## src/rtl/bounded_stack.sv

```systemverilog
module bounded_stack #(
  parameter int DW = 16,
  parameter int AW = 16,
  parameter logic [AW-1:0] BASE  = 16'h3FFF,
  parameter logic [AW-1:0] LIMIT = 16'h3FFB
) (
  input  logic          clk,
  input  logic          rst_n,
  input  logic          push,
  input  logic          pop,
  input  logic [DW-1:0] wr_data,
  output logic [DW-1:0] rd_data,
  output logic [AW-1:0] sp,
  output logic          busy,
  output logic          done,
  output logic          err,
  output logic [AW-1:0] mem_addr,
  output logic          mem_we,
  output logic [DW-1:0] mem_wdata,
  output logic          mem_re,
  input  logic [DW-1:0] mem_rdata
);
  localparam logic [AW-1:0] EMPTY = BASE + 1'b1;

  typedef enum logic [2:0] {IDLE, WR, RD, CAP, FIN} st_t;
  st_t st;
  logic [DW-1:0] data_q;

  wire idle    = (st == IDLE);
  wire both    = idle && push && pop;
  wire push_ok = idle && push && !pop && (sp != LIMIT);
  wire push_nf = idle && push && !pop && (sp == LIMIT);
  wire pop_ok  = idle && pop && !push && (sp != EMPTY);
  wire pop_nf  = idle && pop && !push && (sp == EMPTY);

  assign busy      = !idle;
  assign done      = (st == FIN);
  assign mem_we    = (st == WR);
  assign mem_re    = (st == RD);
  assign mem_addr  = sp;
  assign mem_wdata = data_q;

  always_ff @(posedge clk or negedge rst_n) begin
    if (!rst_n) begin
      st      <= IDLE;
      sp      <= EMPTY;
      err     <= 1'b0;
      rd_data <= '0;
      data_q  <= '0;
    end else begin
      case (st)
        IDLE: begin
          if (both || push_nf || pop_nf) begin
            st  <= FIN;
            err <= 1'b1;
          end else if (push_ok) begin
            st     <= WR;
            sp     <= sp - 1'b1;
            data_q <= wr_data;
          end else if (pop_ok) begin
            st <= RD;
          end
        end
        WR: begin
          st  <= FIN;
          err <= 1'b0;
        end
        RD:  st <= CAP;
        CAP: begin
          rd_data <= mem_rdata;
          sp      <= sp + 1'b1;
          err     <= 1'b0;
          st      <= FIN;
        end
        default: st <= IDLE;
      endcase
    end
  end


  sp_range_chk: assert property (@(posedge clk) disable iff (!rst_n)
    (sp >= LIMIT) && (sp <= EMPTY));


  push_step_chk: assert property (@(posedge clk) disable iff (!rst_n)
    (idle && push && !pop && sp != LIMIT) |=> (mem_we && sp == $past(sp) - 1'b1));


  underflow_chk: assert property (@(posedge clk) disable iff (!rst_n)
    (idle && pop && !push && sp == EMPTY) |=> (done && err));


  overflow_chk: assert property (@(posedge clk) disable iff (!rst_n)
    (idle && push && !pop && sp == LIMIT) |=> (done && err));


  dual_req_chk: assert property (@(posedge clk) disable iff (!rst_n)
    (idle && push && pop) |=> (done && err));


  fail_hold_chk: assert property (@(posedge clk) disable iff (!rst_n)
    (done && err) |-> ($stable(sp) && $stable(rd_data) && !mem_we));


  done_pulse_chk: assert property (@(posedge clk) disable iff (!rst_n)
    done |=> (!done && !busy && $stable(err)));
endmodule

```

## config.mk

```make
export PLATFORM = sky130hd
export DESIGN_NAME = bounded_stack
export DESIGN_NICKNAME = d
export VERILOG_FILES = /design/src/rtl/bounded_stack.sv
export SDC_FILE = /design/constraint.sdc
export NUM_CORES = 1
export LEC_CHECK = 0
export ABC_AREA = 1
export ABC_CLOCK_PERIOD_IN_PS = 2900
export BUFFER_PORTS_ARGS = -buffer_cell sky130_fd_sc_hd__clkbuf_2
export CORE_ASPECT_RATIO = 0.9
export CORE_MARGIN = 4
export CORE_UTILIZATION = 30
export DETAILED_ROUTE_END_ITERATION = 12
export SYNTH_ARGS = -nofsm -noshare
export SYNTH_HDL_FRONTEND = slang
export SYNTH_SLANG_ARGS = --single-unit
```

## constraint.sdc

```tcl
create_clock -name clk -period 2.9 [get_ports clk]
set_input_delay 0.145 -clock clk [delete_from_list [all_inputs] [get_ports clk]]
set_output_delay 0.145 -clock clk [all_outputs]
set_load 0.02 [all_outputs]
```

==> metrics.cfg, run 1 <==
[outcome]
status = completed

[sta]
worst-slew-pin-transition_ps = 467
final-setup-viol-count = 0
clock.fmax_mhz = 449
final.period_utilization_pct = 76.7
timing.final.max_slew_violations = 0
clock_skew_ps = 5.89
slew_headroom_pct = 68.9
rsz0062_at_grt = false
hold_viol = 0
post-route-min-period_ps = 2230
whs_ps = 45.6
setup_tns_ps = 0

[yosys]
combinational_family_with_the_most_area_after_synthesis = simple AND/OR/NAND/NOR gates
synthCells = 429
yosysSeqAreaShare_pct = 41.4
compound_cell_area_share_of_the_yosys_netlist_pct = 3.26
post_synthesis_register_bit_count = 52
synth-adder-area-share_pct = 6.21
ys_warn_count = 0
mappedNetlistNets = 480
async_reset_ff_share_pct = 100
yosys.area_share.simple_pct = 35.9
synth.lib_cells_used.distinct = 29
synthMuxAreaShare_pct = 0
synth_flop_cell = sky130_fd_sc_hd__dfrtp_1
synthXorXnorAreaFrac_pct = 2.51
syn_area_mm2 = 0.00314
synth-edff-count = 0
synthesis.area_per_instance_um2 = 7.33

[worst_hold_path]
hold_path_startpoint = mem_rdata[12]
hold-path-cell-count = 3
min_to = rd_data[12]$_DFFE_PN0P_
min_path_type = in -> reg

[finish]
finalCoreUtilization_pct = 37.6
most-common-layout-cells = sky130_fd_sc_hd__nand2_1, sky130_fd_sc_hd__clkbuf_2, sky130_fd_sc_hd__dfrtp_1, sky130_fd_sc_hd__inv_1, sky130_fd_sc_hd__nand3_1
area_growth_syn_to_layout_pct = 22.4
diodes = 0
layout.cells.most_common = sky130_fd_sc_hd__nand2_1
nNetsFinal = 573
fraction_of_layout_instances_using_a_drive_strength_above_1_pct = 24.3

[worst_setup_path]
path_max_fanout = 25
reg2regPathDepth = 13
worst-r2r-setup-slack_ps = 670
arrival_ps = 2400
critPathKind = reg -> reg
timing.rr.end = mem_addr[12]$_DFFE_PN0P_
setup.worst_path.start_class = register
r2r_start = st[2]$_DFFE_PN0P_
end_kind = register
data_required_time_at_the_worst_endpoint_ps = 3080

[clock_network]
insertion_delay_ps = 290
htree_levels = 2
post-cts-setup-buffer-count = 0
cts_tree = done
cts.sink_count = 52
tritoncts.num_buffers = 5
worst_setup_hold_path_clk_slew_ps = 70
cts_root_buf = sky130_fd_sc_hd__clkbuf_16
maximum_clock_insertion_buffer_count = 2

[power]
power.static_leakage_nw = 2.24
comb_power_share_pct = 61.7
worst_ir_drop_vdd_v = 0.000527
clockPowerShare_pct = 11.1
power_density_mw_per_mm2 = 1360
seq_power_share_pct = 27.2
report.power.total_mw = 5.22
internal_power_mw = 2.51
switching_share_pct = 51.8
p_sw_mw = 2.70

[floorplan]
fp.dieArea_mm2 = 0.0122
die_width_um = 116
floorplan.core_area_mm2 = 0.0102
die_height_um = 105
std_cell_rows = 35
ioPinCount = 105
start_util_pct = 30.7

[grt]
grt_max_degree = 36
grt_first_pass_wirelength_mm = 13.7
grt_antenna_before_repair = 0
grt_util_all_layers_pct = 13.9
via_count_of_the_first_global_routing_pass = 2738
sum_of_overflow_across_all_layers_after_global_routing = 0

[drt]
drt_pass1_iterations = 4
viasPerCell = 4.44
drtIter0Drc = 163
route.vias.total = 2892
average_detailed_routed_wire_length_per_instance_um = 12.9
remaining_drc_errors = 0
antenna_left = 0
drt-total-wl_mm = 8.40

[placed_design]
detailed_place_hpwl_mm = 6.68
port_buffers = 104
gp_congestion = 0.841

[flow_run]
cap_viol_max_count = 0

power groups by stage:
stage | combinational, mW | sequential (mW) | clock (mW)
final | 3.22 | 1.42 | 0.578
after global routing | 3.65 | 1.48 | 0.622
after CTS | 3.25 | 1.43 | 0.593
after detailed placement | 3.24 | 1.44 | 0
after global placement | 3.25 | 1.42 | 0
after floorplan | 2.06 | 1.76 | 0
cell families after synthesis:
kind of cell,Yosys count
simple gates,265
buf+inv,69
flops,52
compound gates,19
fa+ha+maj,15
xor+xnor,9
registers in the layout (all words and copies together) (netlist names):
register   count
mem_addr      16
mem_wdata     16
rd_data       16
st             3
err            1
per-layer routing:
metal  wire length (µm)  vias to the layer above  share of wire [%]  GRT usage [%]
met2               3770                       84                 45           21.0
met3                553                        6                6.6           3.53
met4                 78                        0               0.93           3.31
li1                   -                     1516                  -              -
met5                  0                        -                  0              0
met1               4000                     1286                 48           19.9
worst max-delay path, cell delays in order (launching register included):
cell and delay [ps]:
sky130_fd_sc_hd__dfrtp_1 400, sky130_fd_sc_hd__inv_1 90, sky130_fd_sc_hd__nand3_1 90, sky130_fd_sc_hd__buf_4 290
sky130_fd_sc_hd__clkinv_1 170, sky130_fd_sc_hd__fa_1 420, sky130_fd_sc_hd__inv_1 90, sky130_fd_sc_hd__nand3_1 70
sky130_fd_sc_hd__nand3_1 140, sky130_fd_sc_hd__nand3_1 110, sky130_fd_sc_hd__nand3_1 80, sky130_fd_sc_hd__nand2_1 50
sky130_fd_sc_hd__nand3_1 60, sky130_fd_sc_hd__nand2_1 50
cell usage after synthesis, types with 2 or more instances:
cell                       count  area share, %
sky130_fd_sc_hd__nand3b_1      3           0.72
sky130_fd_sc_hd__buf_4        18            4.3
sky130_fd_sc_hd__buf_2         3           0.48
sky130_fd_sc_hd__xnor2_1       6            1.7
sky130_fd_sc_hd__nand2_1     180             21
sky130_fd_sc_hd__dfrtp_1      51             41
sky130_fd_sc_hd__clkbuf_1      2           0.24
sky130_fd_sc_hd__nand3_1      38            6.0
sky130_fd_sc_hd__nand2_2       2           0.40
sky130_fd_sc_hd__nor2_1       23            2.7
sky130_fd_sc_hd__a21oi_1      11            1.8
sky130_fd_sc_hd__and2_1        2           0.40
sky130_fd_sc_hd__xor2_1        3           0.84
sky130_fd_sc_hd__inv_1        43            5.1
sky130_fd_sc_hd__nand4_1       6            1.2
sky130_fd_sc_hd__o21ai_0       6           0.96
sky130_fd_sc_hd__nor3_1        5           0.80
sky130_fd_sc_hd__ha_1         14            5.6
sky130_fd_sc_hd__nand2_4       2           0.72
sky130_fd_sc_hd__o21ai_2       2           0.56
final cells by class:
cell class	instances	area, µm²
fill	1081	6400
multi-input combinational	308	1500
sequential	52	1300
timing repair buffer	110	568
inverter	45	169
tap	129	161
clock buffer	6	129
clock inverter	2	16.3
stage by stage:
stage / std cells / setup slack, ps / area, µm²
floorplan: 429 / 337 / 3140
global placement: 643 / 743 / 3690
detailed placement: 643 / 696 / 3690
CTS: 652 / 679 / 3850
global route: 652 / 443 / 3850
finish: 652 / 675 / 3850
what timing repair did:
action / 4_1_cts / 5_1_grt
hold endpoints to repair: 17 / 0
hold buffers: 1 / 0
gates resized for setup: 0 / 0
setup endpoints to repair: 0 / 0
worst max path at each step:
stage / endpoint / slack [ps] / depth (start not counted) / from
6_report: mem_addr[12]$_DFFE_PN0P_ / 670 / 13 / st[2]$_DFFE_PN0P_
3_3_place_gp: mem_addr[15]$_DFFE_PN0P_ / 740 / 13 / st[2]$_DFFE_PN0P_
2_1_floorplan: mem_addr[15]$_DFFE_PN0P_ / 340 / 14 / st[2]$_DFFE_PN0P_
4_1_cts: mem_addr[15]$_DFFE_PN0P_ / 680 / 13 / st[2]$_DFFE_PN0P_
3_5_place_dp: mem_addr[12]$_DFFE_PN0P_ / 700 / 13 / st[2]$_DFFE_PN0P_
5_1_grt: mem_addr[10]$_DFFE_PN0P_ / 440 / 13 / st[2]$_DFFE_PN0P_
(Power assumes the default switching activity.)
==> run 2: changes to the inputs <==
ABC_CLOCK_PERIOD_IN_PS = 2200   (was 2900)
clock period = 2.2 ns   (was 2.9 ns; I/O delays follow)
==> run 2 against run 1 <==
  * Total power increased by 36%
  * Utilization is 1.3 points higher
  * First-iteration DRC count rose by 13%
  * Combinational power up 38%
  * Worst setup slack lost 470 ps
  * Clock power rose by 36%
  * Global-route usage up 0.51 points
  * Sequential power grew 32%
  * Maximum frequency grew 12%
  * Critical path depth rose by 1
  * Worst hold slack lost 40 ps
==> metrics.cfg, run 2 (synthesis results as in run 1) <==
[worst_setup_path]
critPathKind = reg -> reg
end_kind = register
setup.worst_path.start_class = register
path_max_fanout = 8
crit_chain = inv_2, nand3_4, buf_4, ha_2, nand2_1, nand2_1, a21oi_1, nand2_2, nand2_1, nand2_1, nand2_1, nand2_1, nand2_1, nand2_1
critical-path-slowest-cell = sky130_fd_sc_hd__dfrtp_1
cp_common_cell = sky130_fd_sc_hd__nand2_1
data_required_time_at_the_worst_endpoint_ps = 2380
crit_path_max_incr_delay_ps = 390
arrival_ps = 2180

[sta]
hold_viol = 0
rsz0062_at_grt = false
worst-slew-pin-transition_ps = 571
clock.fmax_mhz = 502
timing.final.max_slew_violations = 0
final.period_utilization_pct = 90.6
final-setup-viol-count = 0
slew_headroom_pct = 61.9
clock_skew_ps = 13.0
post-route-min-period_ps = 1990
setup_tns_ps = 0

[finish]
n_fill_cell = 1056
diodes = 0
layout.cells.most_common = sky130_fd_sc_hd__nand2_1
most-common-layout-cells = sky130_fd_sc_hd__nand2_1, sky130_fd_sc_hd__clkbuf_2, sky130_fd_sc_hd__dfrtp_1, sky130_fd_sc_hd__inv_1, sky130_fd_sc_hd__nand3_1
final_cells = 660
fraction_of_layout_instances_using_a_drive_strength_above_1_pct = 27.3
area_growth_syn_to_layout_pct = 26.7
nNetsFinal = 581

[clock_network]
insertion_delay_ps = 290
worst_setup_hold_path_clk_slew_ps = 80
cts_root_buf = sky130_fd_sc_hd__clkbuf_16
htree_levels = 2
cts.sink_count = 52
tritoncts.num_buffers = 5
cts_tree = done
maximum_clock_insertion_buffer_count = 2
post-cts-setup-buffer-count = 0

[floorplan]
std_cell_rows = 35
start_util_pct = 30.7
die_height_um = 105
floorplan.core_area_mm2 = 0.0102
fp.dieArea_mm2 = 0.0122
die_width_um = 116
ioPinCount = 105

[drt]
drt_pass1_iterations = 4
remaining_drc_errors = 0
viasPerCell = 4.56
route.vias.total = 3008
drtIter0Drc = 185
antenna_left = 0
average_detailed_routed_wire_length_per_instance_um = 13.1
drt-total-wl_mm = 8.65

[outcome]
status = completed

[placed_design]
gp_congestion = 0.895
post-place-cells = 650
detailed_place_hpwl_mm = 6.66
port_buffers = 104

[power]
power.static_leakage_nw = 2.28
power_density_mw_per_mm2 = 1790
report.power.total_mw = 7.12
worst_ir_drop_vdd_v = 0.000846

[grt]
grt_util_all_layers_pct = 14.4
sum_of_overflow_across_all_layers_after_global_routing = 0
grt_first_pass_wirelength_mm = 14.3
via_count_of_the_first_global_routing_pass = 2892
grt_antenna_before_repair = 0
grt_max_degree = 24

[worst_hold_path]
min_path_type = in -> reg

[flow_run]
cap_viol_max_count = 0

[run 2: where the power goes]
part           leakage (nW)  switching (mW)  internal (mW)
Combinational          1.57            2.86           1.59
Clock                0.0671           0.359          0.425
Sequential            0.642           0.458           1.42
Total                  2.28            3.67           3.44
[run 2: final cells by class]
type | count | area (µm²) | share of cell area [%]
well taps | 129 | 161 | 4.05
clock inverters | 2 | 16.3 | 0.408
inverters | 45 | 169 | 4.24
clock buffers | 6 | 129 | 3.24
flip-flops and latches | 52 | 1300 | 32.7
multi-input cells | 308 | 1570 | 39.4
repair buffers | 118 | 634 | 15.9
[run 2: critical path, delay by kind of cell, from the launching register on]
family                   cells  cell delay, ps
adder cells (fa/ha/maj)      1             310
flip-flops                   1             390
buffers and inverters        2             290
AND/OR/NAND/NOR             10             740
AO/OA/AOI/OAI                1             160
[run 2: path summary, 6_finish.rpt]
| kind | start | end | slack, ps | depth (start not counted) |
|---|---|---|---|---|
| min in group asynchronous | rst_n | mem_wdata[12]$_DFFE_PN0P_ | 350 | 2 |
| min | mem_rdata[13] | rd_data[13]$_DFFE_PN0P_ | 5 | 3 |
| min reg2reg | rd_data[3]$_DFFE_PN0P_ | rd_data[3]$_DFFE_PN0P_ | 480 | 2 |
| max in group asynchronous | rst_n | mem_addr[14]$_DFFE_PN1P_ | 1180 | 3 |
| max reg2reg | st[2]$_DFFE_PN0P_ | mem_addr[15]$_DFFE_PN0P_ | 210 | 14 |
| max | st[2]$_DFFE_PN0P_ | mem_addr[15]$_DFFE_PN0P_ | 210 | 14 |
[run 2: timing repair]
item | 4_1_cts | 5_1_grt
hold buffers | 2 | 0
hold endpoints to repair | 22 | 0
resized for setup | 0 | 13
setup endpoints to repair | 0 | 11
[run 2: stage by stage]
stage / hold WS [ps] / area [µm²] / utilization, % / worst slack [ps]
floorplan: -186 / 3150 / - / 18.3
global placement: 129 / 3750 / 36.6 / 106
detailed placement: 138 / 3750 / 36.6 / 24.8
CTS: 4.53 / 3910 / 38.2 / 15.0
global route: 13.7 / 3980 / 38.9 / 7.73
finish: 5.22 / 3980 / 38.9 / 207
[run 2: metal layers]
metal  wire (µm)  vias up  global-route usage (%)
met4          70        0                    2.73
met3         581        6                    1.97
li1            -     1536                       -
met2        3860       90                    22.6
met5           0        -                       0
met1        4130     1376                    21.3
